[src/rtl/bitop_pkg.sv]
package bitop_pkg;

    localparam int CYC_W = 5;

    typedef enum logic [1:0] {
        OP_TEST = 2'd0,
        OP_FLIP = 2'd1,
        OP_CLR  = 2'd2,
        OP_SET  = 2'd3
    } bitop_e;

    typedef struct packed {
        logic [CYC_W-1:0] base_reg_src;
        logic [CYC_W-1:0] base_imm_src;
    } cost_pair_t;

    localparam cost_pair_t COST_MODIFY = '{base_reg_src: 5'd8, base_imm_src: 5'd12};
    localparam cost_pair_t COST_TEST   = '{base_reg_src: 5'd4, base_imm_src: 5'd8};
    localparam logic [CYC_W-1:0] WIDE_EXTRA = 5'd2;

    function automatic logic [CYC_W-1:0] op_cost(input bitop_e op,
                                                 input logic   imm,
                                                 input logic   wide);
        cost_pair_t       pair;
        logic [CYC_W-1:0] c;
        pair = (op == OP_TEST) ? COST_TEST : COST_MODIFY;
        c    = imm ? pair.base_imm_src : pair.base_reg_src;
        if (wide && (op == OP_TEST || op == OP_CLR))
            c = c + WIDE_EXTRA;
        return c;
    endfunction

endpackage

[src/rtl/bitop_mask.sv]
module bitop_mask #(
    parameter int DATA_W = 32,
    parameter int BYTE_W = 8,
    parameter int NUM_W  = 8
) (
    input  logic [NUM_W-1:0]  bit_num,
    input  logic              is_mem,
    output logic [DATA_W-1:0] sel_mask,
    output logic [DATA_W-1:0] lane_mask
);
    localparam logic [DATA_W-1:0] BYTE_LANE = {{(DATA_W-BYTE_W){1'b0}}, {BYTE_W{1'b1}}};

    logic [NUM_W-1:0] idx;

    always_comb begin
        if (is_mem)
            idx = NUM_W'(bit_num % NUM_W'(BYTE_W));
        else
            idx = NUM_W'(bit_num % NUM_W'(DATA_W));
        sel_mask  = {{(DATA_W-1){1'b0}}, 1'b1} << idx;
        lane_mask = is_mem ? BYTE_LANE : {DATA_W{1'b1}};
    end
endmodule

[src/rtl/bitop_alu.sv]
module bitop_alu
    import bitop_pkg::*;
#(
    parameter int DATA_W = 32
) (
    input  bitop_e            op,
    input  logic [DATA_W-1:0] operand,
    input  logic [DATA_W-1:0] sel_mask,
    output logic [DATA_W-1:0] res,
    output logic              zero,
    output logic              wr
);
    for (genvar i = 0; i < DATA_W; i++) begin : g_bit
        assign res[i] = !sel_mask[i]     ? operand[i]  :
                        (op == OP_FLIP)  ? ~operand[i] :
                        (op == OP_CLR)   ? 1'b0        :
                        (op == OP_SET)   ? 1'b1        :
                                           operand[i];
    end

    assign zero = ~|(operand & sel_mask);
    assign wr   = (op != OP_TEST);
endmodule

[src/rtl/bitop_cost.sv]
module bitop_cost
    import bitop_pkg::*;
(
    input  bitop_e           op,
    input  logic             num_is_imm,
    input  logic             wide,
    output logic [CYC_W-1:0] cost
);
    assign cost = op_cost(op, num_is_imm, wide);
endmodule

[src/rtl/bit_modify_unit.sv]
module bit_modify_unit
    import bitop_pkg::*;
#(
    parameter int DATA_W = 32,
    parameter int BYTE_W = 8,
    parameter int NUM_W  = 8
) (
    input  logic              clk,
    input  logic              rst,
    input  logic              start,
    input  logic [1:0]        op,
    input  logic [NUM_W-1:0]  bit_num,
    input  logic [DATA_W-1:0] dest_val,
    input  logic              dest_is_mem,
    input  logic              num_is_imm,
    output logic [DATA_W-1:0] result,
    output logic              wr_en,
    output logic              z_flag,
    output logic [CYC_W-1:0]  cycles,
    output logic              done
);
    bitop_e            op_q;
    logic [DATA_W-1:0] sel_mask, lane_mask, operand, alu_res;
    logic              alu_zero, alu_wr;
    logic [CYC_W-1:0]  cost;

    assign op_q    = bitop_e'(op);
    assign operand = dest_val & lane_mask;

    bitop_mask #(.DATA_W(DATA_W), .BYTE_W(BYTE_W), .NUM_W(NUM_W)) u_mask (
        .bit_num  (bit_num),
        .is_mem   (dest_is_mem),
        .sel_mask (sel_mask),
        .lane_mask(lane_mask)
    );

    bitop_alu #(.DATA_W(DATA_W)) u_alu (
        .op      (op_q),
        .operand (operand),
        .sel_mask(sel_mask),
        .res     (alu_res),
        .zero    (alu_zero),
        .wr      (alu_wr)
    );

    bitop_cost u_cost (
        .op        (op_q),
        .num_is_imm(num_is_imm),
        .wide      (!dest_is_mem),
        .cost      (cost)
    );

    always_ff @(posedge clk) begin
        if (rst) begin
            result <= '0;
            wr_en  <= 1'b0;
            z_flag <= 1'b0;
            cycles <= '0;
            done   <= 1'b0;
        end else begin
            done  <= start;
            wr_en <= start && alu_wr;
            if (start) begin
                result <= alu_res;
                z_flag <= alu_zero;
                cycles <= cost;
            end
        end
    end
endmodule

[config.mk]
export PLATFORM = sky130hd
export DESIGN_NAME = bit_modify_unit
export DESIGN_NICKNAME = d
export VERILOG_FILES = /design/src/rtl/bitop_pkg.sv /design/src/rtl/bitop_mask.sv /design/src/rtl/bitop_alu.sv /design/src/rtl/bitop_cost.sv /design/src/rtl/bit_modify_unit.sv
export SDC_FILE = /design/constraint.sdc
export NUM_CORES = 1
export LEC_CHECK = 0
export ABC_CLOCK_PERIOD_IN_PS = 1800
export BUFFER_PORTS_ARGS = -buffer_cell sky130_fd_sc_hd__buf_2
export CAP_MARGIN = 10
export CORE_ASPECT_RATIO = 0.6
export CORE_MARGIN = 2
export CORE_UTILIZATION = 39
export CTS_BUF_LIST = sky130_fd_sc_hd__clkbuf_16
export CTS_CLUSTER_SIZE = 25
export DETAILED_ROUTE_END_ITERATION = 10
export PLACE_DENSITY = 0.68
export SETUP_SLACK_MARGIN = 0.5
export SYNTH_ARGS = -nofsm -noshare
export SYNTH_HDL_FRONTEND = slang
export SYNTH_SLANG_ARGS = --single-unit
export TNS_END_PERCENT = 100
[constraint.sdc]
create_clock -name clk -period 1.8 [get_ports clk]
set_clock_uncertainty 0.1 [all_clocks]
set_input_delay 0.09 -clock clk [delete_from_list [all_inputs] [get_ports clk]]
set_output_delay 0.09 -clock clk [all_outputs]
set_load 0.005 [all_outputs]
Word level (Yosys, flattened, before mapping)
Index checks and enable logic that the tools add are counted.
{"block": "word_totals", "word_cells": 185, "out_inout_bits": 40, "inputBits": 47, "register_bits": 40}
{"block": "op_classes", "eq_ne": 3, "reduce_logical": 8, "muxes": 133, "bitwise_logic": 34, "addsub": 1, "shifts": 1}
{"op": "$mux W1", "count": 128}
{"op": "$and A32 B32 Y32", "count": 2}
{"op": "$mux W32", "count": 1}
{"op": "$not A1 Y1", "count": 32}
{"op": "$reduce_or A32 Y1", "count": 1}
{"op": "$shl A1 B5 Y32 const A", "count": 1}
{"op": "$mux W5", "count": 3}
{"op": "$mux W9", "count": 1}
{"op": "$add A5 B2 Y5 const B", "count": 1}
{"op": "$eq A2 B2 Y1 const B", "count": 2}
{"op": "$eq A2 B1 Y1 const B", "count": 1}
{"op": "$logic_and A1 B1 Y1", "count": 2}
{"op": "$logic_not A1 Y1", "count": 2}
{"op": "$logic_not A2 Y1", "count": 1}
{"op": "$reduce_bool A2 Y1", "count": 1}
{"op": "$logic_or A1 B1 Y1", "count": 1}

Depth between registers and ports, before layout
Gate-level depths: netlist of run 1.
{"block": "logic_depth", "ltp_word": 6, "depth_mapped": 7, "ltp_nobuf": 5}

Hierarchy
Synthesis of run 1 repeated with hierarchy kept, for this count alone.
{"block": "hier_totals", "cells_unflattened": 425, "hier_area_um2": 3075.4}
{"module": "bit_modify_unit", "instances": 1, "seq_area_each_um2": 800.8, "area_each_um2": 1625.3, "cells_per_inst": 160}
{"module": "bitop_alu", "instances": 1, "seq_area_each_um2": 0.0, "area_each_um2": 903.4, "cells_per_inst": 175}
{"module": "bitop_mask", "instances": 1, "seq_area_each_um2": 0.0, "area_each_um2": 494.2, "cells_per_inst": 81}
{"module": "bitop_cost", "instances": 1, "seq_area_each_um2": 0.0, "area_each_um2": 52.6, "cells_per_inst": 9}

Least setup slack after synthesis of run 1
OpenSTA, ideal clock, no wires.
{"block": "synth_timing", "path_kind": "input-to-reg", "from": "input op[0]", "to": "register result[13]", "path_stages": 7, "setup_time_ns": 0.132, "path_buffers": 2, "required_time_ns": 1.568, "path_slack_ns": 0.397, "arrival_time_ns": 1.171, "cell_sequence": "buf_2 inv_2 nor3_2 buf_2 a21oi_1 o311ai_1 a21oi_1"}
{"block": "synth_between", "elab_chain_cells": 5, "elab_cells_between_ends": 7, "cone_classes": "eq/ne: 3; mux: 4"}
{"element": "from (decl)", "line": "bit_modify_unit.sv:11", "source": "input logic [1:0] op,"}
{"element": "$eq A2 B2 Y1", "line": "bitop_alu.sv:17", "source": "(op == OP_SET) ? 1'b1 :"}
{"element": "$mux W1", "line": "bitop_alu.sv:17"}
{"element": "$mux W1", "line": "bitop_alu.sv:16", "source": "(op == OP_CLR) ? 1'b0 :"}
{"element": "$mux W1 (*)", "line": "bitop_alu.sv:15", "source": "(op == OP_FLIP) ? ~operand[i] :"}
{"element": "$mux W1 (*)", "line": "bitop_alu.sv:14", "source": "assign res[i] = !sel_mask[i] ? operand[i] :"}
{"element": "to (signal assigned)", "line": "bit_modify_unit.sv:64", "source": "result <= alu_res;"}
{"element": "to (decl)", "line": "bit_modify_unit.sv:16", "source": "output logic [DATA_W-1:0] result,"}
Mark *: on every way between the ends. The rest lies on a longest branch, timed or not.
A chain may end at the register's enable or synchronous reset.

Worst setup path in the final report of run 1
{"block": "layout_timing", "from": "input bit_num[3]", "to": "register result[29]"}
{"block": "layout_between", "elab_chain_cells": 3}
{"element": "from (decl)", "line": "bit_modify_unit.sv:12", "source": "input logic [NUM_W-1:0] bit_num,"}
{"element": "$mux W5", "line": "bitop_mask.sv:16", "source": "if (is_mem)"}
{"element": "$shl A1 B5 Y32", "line": "bitop_mask.sv:20", "source": "sel_mask = {{(DATA_W-1){1'b0}}, 1'b1} << idx;"}
{"element": "$mux W1", "line": "bitop_alu.sv:14"}
No other way between the ends.

==> flow_summary_export.csv, run 1 <==
group,metric,value,unit
place,port_buffers,81,
synthesis,synth_fa_ha_area_share,0.466,%
setup_path,crit_required,1830,ps
synthesis,ys_seq_area_share,28.3,%
cts,cts_root_buf,"clkbuf_16",
cts,tritoncts,"done",
synthesis,postSynth.asyncResetShare,0,%
setup_path,r2r_setup_slack,920,ps
setup_path,r2r-start,"cycles[1]",
synthesis,synth_cell_types,53,
pwr,powerDensity,693,nW/µm²
grt,track_usage,24.4,%
detailed_routing,finalWirelength,9.60,mm
finish,final_common_cell,"buf_2",
cts,clock_latency,270,ps
sta,min_period,1260,ps
detailed_routing,ant_nets,0,
synthesis,ys_ff_latch,38,
synthesis,synth.cell_area,2690,µm²
setup_path,worstPathMaxFanout,7,
pwr,total_power,2520,µW
sta,fin_hold_ws,36.9,ps
finish,layout.nets,481,
setup_path,worst_path_max_delay_cell,"o31ai_1",
grt,grt_max_degree,48,
setup_path,cp-end-kind,"register",
setup_path,critical-path-max-stage-delay,280,ps
floorplanning,ios,87,
synthesis,synth_mux_area_share,4.43,%
floorplanning,start_util,40.2,%
pwr,leakagePower,0.00145,µW
floorplanning,die_y,68.3,µm
cts,path_clk_slew,50,ps
synthesis,avgSynthCellArea,7.81,µm²
floorplanning,rows,23,
cts,cts-htree-levels,2,
place,postPlaceCellArea,3280,µm²
sta,max_freq,796,MHz
cts,numCtsBuffers,5,
grt,antenna_found_initial,0,
synthesis,synth_compound_area_share,38.3,%
hold_path,whs_endpoint,"wr_en",
sta,hold_violations,0,
setup_path,crit_arrival,1290,ps
setup_path,cpMostUsedCell,"buf_4",
setup_path,crit_chain,"buf_2 -> buf_4 -> nand3_1 -> buf_4 -> o31ai_1 -> a211oi_1",
cts,cts_buffer_depth,2,
grt,grt_pass1_wl,14.3,mm
detailed_routing,num_vias,3119,
sta,rsz0062_at_grt,"true",
sta,fin_ws,544,ps
finish,syn2layout_area_growth,35.2,%
detailed_routing,drt_iter0_drc,393,
synthesis,synthSimpleGateAreaFrac,20.2,%
hold_path,hold_class,"primary input to register",
detailed_routing,drc,0,
pwr,vdd_drop_max,0.436,mV
flow_run,max_cap_viol_count,0,
finish,antenna_cells,0,
status,status,"complete, no violations",
grt,grt_overflow,0,
synthesis,synth_top_family_by_area,"compound AO/OA/AOI/OAI gates",
sta,tns,0,ps
detailed_routing,wl_per_cell,18.5,µm
setup_path,rr_worst_depth,3,
setup_path,start_kind,"primary input",
floorplanning,coreArea,6680,µm²
floorplanning,dieArea,7590,µm²
synthesis,synth-xor-area-share,0,%
sta,setup_viol,0,
finish,final_cell_area,3630,µm²
place,place_ws,113,ps
finish,layout-drive-gt1-share,35.6,%
synthesis,synth_flop_cell,"dfxtp_1",
sta,period_share,69.8,%
detailed_routing,drt_pass1_iterations,5,
grt,grt_pass1_vias,2616,
floorplanning,die_w,111,µm
hold_path,hold_start,"rst",
setup_path,critPathLaunch,"bit_num[3]",
sta,final_max_slew_viol_count,0,
synthesis,ys_warn_count,0,
detailed_routing,viasPerCell,6.00,
place,dp_hpwl,7.14,mm
setup_path,crit_type,"primary input to register",
hold_path,whs_path_depth,3,
place,gp_congestion,0.945,
setup_path,r2r-end,"cycles[1]",
cts,cts_sinks,38,
synthesis,synth_enable_flop_cells,0,
finish,layout_common_cells,"75 x buf_2, 38 x dfxtp_1, 34 x a21oi_1",
synthesis,synth_cells,344,
worst max-delay path by stage:
| stage | endpoint | slack, ps |
|---|---|---|
| floorplan | z_flag | 490 |
| detailed placement | z_flag | 110 |
| global placement | z_flag | 150 |
| finish | result[29] | 540 |
| global route | result[20] | 490 |
| CTS | z_flag | 520 |
synthesized netlist by cell type, types with 3 or more instances:
cell type,n,share of area (%)
o31ai_1,10,2.8
a31oi_1,6,1.4
o2111ai_1,6,2.0
buf_2,13,2.4
mux2i_1,4,1.5
o21ai_0,9,1.7
buf_4,5,1.4
o311ai_0,3,0.98
o22ai_1,3,0.70
clkbuf_1,15,2.1
nor2b_1,5,1.2
nor3b_1,3,0.84
dfxtp_1,38,28
a211oi_1,23,6.4
nor2_1,32,4.5
nor3_1,3,0.56
o21ai_1,10,1.9
a21oi_1,35,6.5
mux2_2,5,2.1
and3_1,3,0.70
o2bb2ai_1,22,7.2
a22oi_1,4,1.1
nand2_1,18,2.5
inv_1,11,1.5
nand2b_1,10,2.3
and3b_1,3,0.98
nand3_1,5,0.93
nand4_1,6,1.4
critical path, delay by kind of cell:
| kind | cells | cell delay, ps |
|---|---|---|
| simple gates | 1 | 210 |
| compound gates | 2 | 390 |
| buf+inv | 3 | 600 |
cell type report:
cell class	count	area (µm²)
Fill cell	644	3050
Timing Repair Buffer	116	759
Sequential cell	38	761
Clock inverter	2	33.8
Inverter	12	51.3
Clock buffer	5	125
Multi-Input combinational cell	260	1790
Tap cell	87	109
what timing repair did:
| item | CTS | global route |
|---|---|---|
| gates cloned | 0 | 1 |
| buffers inserted | 0 | 5 |
| pin swaps | 0 | 5 |
| endpoints found under the hold margin | 1 | 0 |
| hold buffers | 1 | 0 |
| gates resized for setup | 6 | 25 |
| endpoints found under the setup margin | 10 | 20 |
cell families after synthesis:
group / Yosys count
other cells: 1
fa+ha+maj: 1
buf+inv: 47
compound gates: 148
simple gates: 99
flops: 38
mux: 10
metal layers:
| layer | global-route usage [%] | vias to the layer above | wire length [µm] | share of wire, % |
|---|---|---|---|---|
| met3 | 6.29 | 5 | 848 | 8.8 |
| met2 | 35.4 | 163 | 3800 | 40 |
| li1 | - | 1486 | - | - |
| met5 | 0 | - | 0 | 0 |
| met4 | 3.09 | 0 | 26 | 0.27 |
| met1 | 36.8 | 1465 | 4930 | 51 |
metrics by stage:
stage / cells / utilization, %
final: 520 / 54.4
after global routing: 520 / 54.4
after CTS: 514 / 51.9
after detailed placement: 506 / 49.1
after global placement: 506 / 49.1
after floorplan: 345 / -
power breakdown:
part,internal [µW],leakage [µW],switching [µW],total (µW)
sequential,896,0.000314,24.3,920
clock,641,0.0000773,335,976
combinational,270,0.00105,350,620
registers in the layout (all words and copies together), names as in the netlist:
name and cells:
cycles 3, wr_en 1, result 32, done 1, z_flag 1
Note: power is estimated with default switching activity, not from simulation.
==> run 2: changes to the inputs <==
- ABC_CLOCK_PERIOD_IN_PS: 1800 -> 1200
- clock period: 1.8 -> 1.2 ns (I/O delays scaled with it)
==> run 2 against run 1 <==
The flow now finishes with violations (hold timing). Utilization increased by 25 points. Critical path depth rose by 2. Worst hold slack got worse by 130 ps. Final cell count up 16%. Power increased by 87%. Clock power increased by 77%. Setup slack got worse by 520 ps. Sequential cell count did not move. Largest cell class unchanged.
==> flow_summary_export.csv, run 2 (synthesis results as in run 1) <==
group,metric,value,unit
detailed_routing,num_vias,3824,
sta,rsz0062_at_grt,"true",
pwr,vdd_drop_max,0.773,mV
sta,max_freq,852,MHz
setup_path,r2r_setup_slack,220,ps
floorplanning,coreArea,6680,µm²
cts,clock_latency,290,ps
sta,min_period,1170,ps
cts,cts_root_buf,"clkbuf_16",
cts,path_clk_slew,60,ps
cts,cts_buffer_depth,2,
finish,syn2layout_area_growth,98.0,%
setup_path,cpMostUsedCell,"buf_6",
setup_path,critical-path-max-stage-delay,260,ps
floorplanning,dieArea,7590,µm²
setup_path,worst_path_max_delay_cell,"nor3_4",
detailed_routing,wl_per_cell,22.6,µm
place,dp_hpwl,8.28,mm
finish,largest_reg_flops,32,
grt,grt_max_degree,49,
cts,tritoncts,"done",
grt,grt_pass1_vias,3290,
setup_path,worstPathMaxFanout,9,
grt,grt_pass1_wl,17.9,mm
place,gp_congestion,1.05,
setup_path,cp-end-kind,"register",
detailed_routing,drc,0,
status,violations,"hold timing",
setup_path,crit_chain,"buf_12 -> nor3_4 -> buf_6 -> buf_6 -> buf_8 -> a21oi_2 -> o31ai_1 -> a211oi_1",
finish,biggestRegsByFlops,"result (32), cycles (3)",
sta,period_share,97.8,%
grt,met2_usage,48.0,%
finish,final_common_cell,"buf_4",
flow_run,max_cap_viol_count,0,
sta,hold_violations,1,
setup_path,crit_type,"primary input to register",
place,postPlaceCellArea,3730,µm²
finish,layout_common_cells,"71 x buf_4, 61 x buf_2, 47 x buf_6",
finish,layout-drive-gt1-share,67.4,%
floorplanning,rows,23,
place,port_buffers,81,
floorplanning,start_util,40.2,%
setup_path,path_delay_family,"buffers and inverters",
detailed_routing,ant_nets,0,
detailed_routing,viasPerCell,6.35,
finish,antenna_cells,0,
grt,antenna_found_initial,0,
cts,cts-htree-levels,2,
setup_path,worst-path-buf-inv,4,
floorplanning,ios,87,
floorplanning,die_w,111,µm
grt,grt_overflow,0,
setup_path,start_kind,"primary input",
floorplanning,die_y,68.3,µm
pwr,leakagePower,0.00211,µW
setup_path,crit_required,1250,ps
detailed_routing,drt_pass1_iterations,7,
detailed_routing,finalWirelength,13.6,mm
grt,track_usage,31.2,%
cts,cts_sinks,38,
sta,setup_viol,0,
finish,layout.nets,562,
grt,met3_usage,10.4,%
finish,final_cell_area,5320,µm²
grt,grt.met1_usage,41.7,%
detailed_routing,drt_iter0_drc,398,
cts,numCtsBuffers,5,
status,status,"finished, violations left",
hold_path,hold_class,"primary input to register",
setup_path,crit_arrival,1220,ps
sta,final_max_slew_viol_count,0,
pwr,powerDensity,886,nW/µm²
finish,regMostFlops,"result",
sta,fin_hold_ws,-97.0,ps
grt,busiest_layer,"met2",
run 2: path summary, 6_finish.rpt:
path	start	end	cells past startpoint
setup / recovery	dest_is_mem	result[31]	8
hold / removal	rst	done	2
setup reg to reg	result[31]	result[31]	3
hold reg to reg	result[12]	result[12]	2
run 2: layer usage:
layer / vias up / wire [µm] / part of all wire, %
met5: - / 0 / 0
met4: 0 / 508 / 3.7
met3: 56 / 1650 / 12
met2: 286 / 5870 / 43
met1: 1818 / 5590 / 41
li1: 1664 / - / -
run 2: repair_timing:
action	in CTS	in global routing
endpoints found under the hold margin	1	1
resized for setup	146	92
setup endpoints to repair	74	74
buffers inserted	22	13
pin swaps	58	67
cloned	3	1
run 2: layout make-up:
| class | count | area, µm² |
|---|---|---|
| Clock buffer | 5 | 125 |
| Fill cell | 411 | 1360 |
| Sequential cell | 38 | 806 |
| Multi-Input combinational cell | 261 | 2470 |
| Tap cell | 87 | 109 |
| Timing Repair Buffer | 196 | 1690 |
| Inverter | 12 | 60.1 |
| Clock inverter | 3 | 63.8 |
run 2: worst reg2reg max path, delay by kind of cell (launching register included):
| family | cells | cell delay, ps |
|---|---|---|
| AND/OR/NAND/NOR | 1 | 40 |
| buffers and inverters | 1 | 110 |
| AO/OA/AOI/OAI | 1 | 270 |
| flip-flops | 1 | 350 |
run 2: report_power, final:
part / leakage, µW / switching (µW) / internal [µW]
Sequential: 0.000326 / 47.7 / 1360
Combinational: 0.00169 / 801 / 772
Clock: 0.0000915 / 546 / 1180
Total: 0.00211 / 1400 / 3320
run 2: through the flow:
step	instances	utilization, %	setup WS, ps	power (µW)	setup TNS [ps]
2_1_floorplan	345	-	-77.1	2000	-214
3_3_place_gp	555	55.9	-436	2410	-7530
3_5_place_dp	555	55.9	-368	2430	-8510
4_1_cts	588	70.2	72.8	4410	0
5_1_grt	602	79.6	-92.4	4860	-171
6_report	602	79.6	25.9	4710	0
